### config.mk
export PLATFORM = sky130hd
export DESIGN_NAME = flash_ctl_reg
export DESIGN_NICKNAME = d
export VERILOG_FILES = /design/src/rtl/flash_ctl_pkg.sv /design/src/rtl/flash_key_seq.sv /design/src/rtl/flash_ctl_fields.sv /design/src/rtl/flash_ctl_reg.sv
export SDC_FILE = /design/constraint.sdc
export NUM_CORES = 1
export LEC_CHECK = 0
export BUFFER_PORTS_ARGS = -buffer_cell sky130_fd_sc_hd__buf_2
export CAP_MARGIN = 20
export CORE_UTILIZATION = 39
export DETAILED_ROUTE_END_ITERATION = 10
export GPL_TIMING_DRIVEN = 0
export PLACE_DENSITY = 0.86
export SETUP_SLACK_MARGIN = 0.1
export SLEW_MARGIN = 20
export SYNTH_ARGS = -nofsm -noshare
export SYNTH_HDL_FRONTEND = slang
export SYNTH_SLANG_ARGS = --single-unit
export TNS_END_PERCENT = 20
### constraint.sdc
create_clock -name clk -period 2.27 [get_ports clk]
set_input_delay 0 -clock clk [delete_from_list [all_inputs] [get_ports clk]]
set_output_delay 0 -clock clk [all_outputs]
set_load 0.01 [all_outputs]
### src/rtl/flash_ctl_pkg.sv
package flash_ctl_pkg;
  localparam int unsigned DW = 32;

  localparam int unsigned B_LOCK    = 31;
  localparam int unsigned B_OLOCK   = 30;
  localparam int unsigned B_PROT1   = 28;
  localparam int unsigned B_LAUNCH  = 27;
  localparam int unsigned B_RDEIE   = 26;
  localparam int unsigned B_OSTART  = 17;

  // plain read/write fields: 26, 17, 16, 15, 13, 2, 1, 0
  localparam logic [DW-1:0] RW_MASK  = 32'h0403_A007;
  localparam logic [DW-1:0] OPT_MASK = 32'h0002_0000;

  localparam int unsigned A_CTRL = 0;
  localparam int unsigned A_KEY  = 1;
  localparam int unsigned A_OKEY = 2;

  typedef enum logic [1:0] {
    KS_SHUT = 2'd0,
    KS_HALF = 2'd1,
    KS_OPEN = 2'd2,
    KS_DEAD = 2'd3
  } key_state_e;
endpackage

### src/rtl/flash_key_seq.sv
module flash_key_seq
  import flash_ctl_pkg::*;
#(
  parameter logic [DW-1:0] K_FIRST  = 32'h0,
  parameter logic [DW-1:0] K_SECOND = 32'h1
) (
  input  logic          clk,
  input  logic          rst_n,
  input  logic          key_we,
  input  logic [DW-1:0] key_data,
  input  logic          allow,
  input  logic          relock,
  output logic          locked
);
  key_state_e st_q;

  always_ff @(posedge clk or negedge rst_n) begin
    if (!rst_n) begin
      st_q <= KS_SHUT;
    end else begin
      case (st_q)
        KS_SHUT: if (key_we) st_q <= (allow && key_data == K_FIRST) ? KS_HALF : KS_DEAD;
        KS_HALF: if (key_we) st_q <= (allow && key_data == K_SECOND) ? KS_OPEN : KS_DEAD;
        KS_OPEN: begin
          if (key_we)      st_q <= KS_DEAD;
          else if (relock) st_q <= KS_SHUT;
        end
        KS_DEAD: st_q <= KS_DEAD;
        default: st_q <= KS_DEAD;
      endcase
    end
  end

  assign locked = (st_q != KS_OPEN);
endmodule

### src/rtl/flash_ctl_fields.sv
module flash_ctl_fields
  import flash_ctl_pkg::*;
#(
  parameter int unsigned NBYTE = DW / 8
) (
  input  logic             clk,
  input  logic             rst_n,
  input  logic             wr,
  input  logic [DW-1:0]    wdata,
  input  logic [NBYTE-1:0] be,
  input  logic             main_locked,
  input  logic             opt_locked,
  input  logic             load_done,
  output logic [DW-3:0]    fields,
  output logic             relock_main,
  output logic             relock_opt
);
  localparam int unsigned NPROT = 2;

  logic [DW-1:0]    lane_mask;
  logic [DW-1:0]    wmask;
  logic [DW-1:0]    open_mask;
  logic [DW-1:0]    rw_q;
  logic [NPROT-1:0] prot_q;
  logic             launch_q;
  logic             launch_req;

  genvar gi;
  generate
    for (gi = 0; gi < NBYTE; gi++) begin : g_lane
      assign lane_mask[8*gi +: 8] = {8{be[gi]}};
    end
  endgenerate

  assign wmask     = wr ? lane_mask : '0;
  assign open_mask = main_locked ? '0 : (RW_MASK & ~(opt_locked ? OPT_MASK : '0));

  always_ff @(posedge clk or negedge rst_n) begin
    if (!rst_n) rw_q <= '0;
    else        rw_q <= (rw_q & ~(wmask & open_mask)) | (wdata & wmask & open_mask);
  end

  generate
    for (gi = 0; gi < NPROT; gi++) begin : g_prot
      localparam int unsigned POS = B_PROT1 + gi;
      always_ff @(posedge clk or negedge rst_n) begin
        if (!rst_n) prot_q[gi] <= 1'b0;
        else if (wmask[POS] && wdata[POS] && !main_locked) prot_q[gi] <= 1'b1;
      end
    end
  endgenerate

  assign launch_req = wmask[B_LAUNCH] & wdata[B_LAUNCH] & ~main_locked & ~opt_locked;

  always_ff @(posedge clk or negedge rst_n) begin
    if (!rst_n)        launch_q <= 1'b0;
    else if (launch_q) launch_q <= ~load_done;
    else               launch_q <= launch_req;
  end

  always_comb begin
    fields = rw_q[DW-3:0];
    fields[B_PROT1 +: NPROT] = prot_q;
    fields[B_LAUNCH] = launch_q;
  end

  assign relock_main = wmask[B_LOCK] & wdata[B_LOCK];
  assign relock_opt  = wmask[B_OLOCK] & wdata[B_OLOCK];
endmodule

### src/rtl/flash_ctl_reg.sv
module flash_ctl_reg
  import flash_ctl_pkg::*;
#(
  parameter int unsigned     AW     = 4,
  parameter int unsigned     SECW   = 8,
  parameter logic [DW-1:0]   KEY_A  = 32'hA5A5_1234,
  parameter logic [DW-1:0]   KEY_B  = 32'h5A5A_CDEF,
  parameter logic [DW-1:0]   OKEY_A = 32'h1357_9BDF,
  parameter logic [DW-1:0]   OKEY_B = 32'h2468_ACE0
) (
  input  logic            clk,
  input  logic            rst_n,
  input  logic [AW-1:0]   bus_addr,
  input  logic [DW-1:0]   bus_wdata,
  input  logic [DW/8-1:0] bus_be,
  input  logic            bus_we,
  input  logic            bus_re,
  output logic [DW-1:0]   bus_rdata,
  input  logic            cfg_busy,
  input  logic            opt_load_done,
  input  logic            rd_err_flag,
  input  logic [SECW-1:0] sec_size1,
  input  logic [SECW-1:0] sec_size2,
  output logic [DW-1:0]   ctrl_q,
  output logic            sec_prot1_active,
  output logic            sec_prot2_active,
  output logic            irq
);
  logic          sel_ctrl, sel_key, sel_okey;
  logic          main_locked, opt_locked;
  logic          relock_main, relock_opt;
  logic [DW-3:0] fields;

  assign sel_ctrl = (bus_addr == AW'(A_CTRL));
  assign sel_key  = (bus_addr == AW'(A_KEY));
  assign sel_okey = (bus_addr == AW'(A_OKEY));

  flash_key_seq #(.K_FIRST(KEY_A), .K_SECOND(KEY_B)) u_main_key (
    .clk      (clk),
    .rst_n    (rst_n),
    .key_we   (bus_we && sel_key),
    .key_data (bus_wdata),
    .allow    (1'b1),
    .relock   (relock_main),
    .locked   (main_locked)
  );

  flash_key_seq #(.K_FIRST(OKEY_A), .K_SECOND(OKEY_B)) u_opt_key (
    .clk      (clk),
    .rst_n    (rst_n),
    .key_we   (bus_we && sel_okey),
    .key_data (bus_wdata),
    .allow    (!main_locked),
    .relock   (relock_opt),
    .locked   (opt_locked)
  );

  flash_ctl_fields u_fields (
    .clk         (clk),
    .rst_n       (rst_n),
    .wr          (bus_we && sel_ctrl && !cfg_busy),
    .wdata       (bus_wdata),
    .be          (bus_be),
    .main_locked (main_locked),
    .opt_locked  (opt_locked),
    .load_done   (opt_load_done),
    .fields      (fields),
    .relock_main (relock_main),
    .relock_opt  (relock_opt)
  );

  assign ctrl_q           = {main_locked, opt_locked, fields};
  assign bus_rdata        = (bus_re && sel_ctrl) ? ctrl_q : '0;
  assign sec_prot1_active = ctrl_q[B_PROT1]     && (sec_size1 != '0);
  assign sec_prot2_active = ctrl_q[B_PROT1 + 1] && (sec_size2 != '0);
  assign irq              = ctrl_q[B_RDEIE] && rd_err_flag;
endmodule

==> impl_results.md <==
- Status: finished clean
- Pwr dens: 350 nW/um^2
- CTS tree: done
- CTS H-tree depth: 1
- Vias in the first global route: 1348
- Post-Place Setup Slack: around 660 ps
- First-pass GRT wire length: 5.75 mm
- Pleak: 1.21 nW
- Mapped Avg Cell Area: 8.80 um^2
- Post-CTS Setup Bufs: 0
- Input/output buffers: 91
- Setup Viol. Count Final: 0
- Final Skew: between 3 and 4 ps
- Fin. Hold Viols: 0
- Post-synth EDFFs: 0
- CP Class: input port to flop
- Total GRT Usage: 21.2%
- Avg Vias per Cell: 4.51
- Max-cap violations: 0
- WHS Path Cells: 3
- GRT met1 Usage: 24.2%
- Die area: 3620 um^2
- Fmax: 561 MHz
- Critical hold path startpoint: bus_wdata[27]
- CTS max path bufs: 2
- CTS root buf: clkbuf_4
- Final ANT Viol Nets: 0
- Critical Path Sink Type: flop
- Drt wl/cell: 11.4 um
- Num CTS Buffers: 3
- Maximum vdd drop: approximately 0.00021 V
- Boundary pin count: 130
- Die height: 60.2 um
- Sink Count: 15
- Ant. Diodes: 0
- Share of cells above drive strength 1: between 40 and 50%
- Largest net degree at the start of global routing: 16
- Most instantiated library cell after synthesis: buf_4
- Row cnt: 20
- Register area share after synthesis: 28.4%
- Yosys synthesis warning count: 0
- DRT Pass-1 Iters: 4
- CP arrival: 1930 ps
- Area leader, netlist: dfrtp_1
- Worst Setup Start Kind: input port
- Asr flop ratio synth: between 90% and 100%
- Reg2Reg Launch Point: u_main_key.st_q[0]
- Yosys cell types: 35
- Worst-path clk slew: approximately 90 ps
- Area grow syn2layout: 60.3%
- Synthesized instance count: 150
- Hold crit path type: input port to flop
- Die W: 60.2 um
- Nets: 358
- R2R setup slack: 650 ps
- Skew-Pair Late Insertion Delay: slightly below 300 ps
- Post-CTS resize count: 0
- Synth cell count leaders: buf_4, dfrtp_1, and2_1, mux2_1, nor4_1
- Initial antenna violation count: 0
- DRC viols: 0
- Synth top area share: 28.4%
- Syn Std Cell Area: 1320 um^2
- CP required: 2420 ps
- GRT busiest layer: met2
- Iteration-0 DRC Markers: 24
- Hold Crit Endpoint: u_fields.launch_q
- Top area cells in the synthesized netlist: dfrtp_1, buf_4, mux2_1
- R2R Path End: u_fields.rw_q[2]
- Total Power: 0.000742 W
- Setup TNS: 0 ps
- Via count: around 1500
- Final wirelength: 3.86 mm
- Starting Density: a little over two fifths
- HPWL Detailed: 3.12 mm
- RSZ-0062 raised after global routing: no
- Seq cells post-synth: 15
- Met2 usage: 39.6%
- Max Slew Vio Count: 0
- Worst Path Max Fanout: 3
- Slack of the critical path: 489 ps
- GP Congestion: roughly 0.81
- M3 GR Usage: 3.90%
- Top_reg_cell synth: dfrtp_1
- Gr ovfl total: 0
- Tmin final: 1780 ps
- Core box area: 3130 um^2
- Reg2reg path depth: 5
- CP startpoint: bus_wdata[16]
- Part of the cycle the worst path needs: 78.5%
-- routing by layer --
layer	vias to the layer above	part of all wire, %
met1	682	40
met4	0	0.91
met3	5	10
met2	87	49
met5	-	0
li1	751	-
-- worst max-delay path, stage by stage --
cell	delay [ps]
dlygate4sd3_1	520
buf_2	130
or4_1	460
or4_1	510
nor3_1	200
a31oi_1	110
-- flip-flops by register name, indices dropped and copies added (netlist names) --
register / flops
u_fields.rw_q: 8
u_fields.launch_q: 1
u_opt_key.st_q: 2
u_fields.fields: 2
u_main_key.st_q: 2
-- timing repair --
action,in CTS,in global routing
hold endpoints to repair,26,0
hold buffers,12,0
endpoints found under the setup margin,0,0
-- kinds of logic after synthesis --
logic type	after synthesis	share of synthesized area (%)
and+or+nand+nor	71	34.3
buffers and inverters	44	24.3
DFF	15	28.4
AOI/OAI and AO/OA	10	5.12
muxes	9	7.58
other	1	0.284
-- area by class of cell --
cell class                      instances  area [um^2]
Tap cell                               44         55.1
Clock buffer                            4         26.3
Multi-Input combinational cell        128          763
Sequential cell                        15          375
Fill cell                             278         1010
Timing Repair Buffer                  103          576
Inverter                                1         3.75
Buffer                                 43          317
-- report_power, final --
group / internal [W] / total (W) / leakage, nW / switching (W)
combinational: 0.000148 / 0.000270 / 0.998 / 0.000123
clock: 0.0000683 / 0.000159 / 0.0150 / 0.0000907
sequential: 0.000291 / 0.000312 / 0.193 / 0.0000211
-- per-stage QoR --
stage | utilization (%) | cells | cell area, um^2 | hold WS [ps]
after global routing | 67.6 | 338 | 2120 | 11.8
after floorplan | - | 187 | 1460 | -296
after CTS | 67.6 | 338 | 2120 | 9.70
after detailed placement | 63.0 | 322 | 1970 | -68.2
after global placement | 63.0 | 322 | 1970 | -73.3
final | 67.6 | 338 | 2120 | 10.9
-- cell usage in the layout, fill, tap and decap left out, types with 3 or more instances in the layout --
master	instances
a31oi_1	4
buf_2	92
mux2_1	8
nor2_1	3
nand4_1	7
conb_1	38
dlygate4sd3_1	12
dfrtp_1	15
and2_1	14
buf_4	41
nor4_1	8
nand2_1	6
nor3_1	6
nor2b_1	5
clkbuf_4	3
-- how the worst max path moves through the flow --
stage	to	slack [ps]	cells past startpoint
finish	u_main_key.st_q[0]	490	6
global placement	u_fields.rw_q[0]	690	5
floorplan	u_fields.rw_q[0]	850	5
global route	u_main_key.st_q[0]	420	6
detailed placement	u_fields.rw_q[2]	660	5
CTS	u_main_key.st_q[0]	490	6
Note: power is estimated with default switching activity, not from simulation.
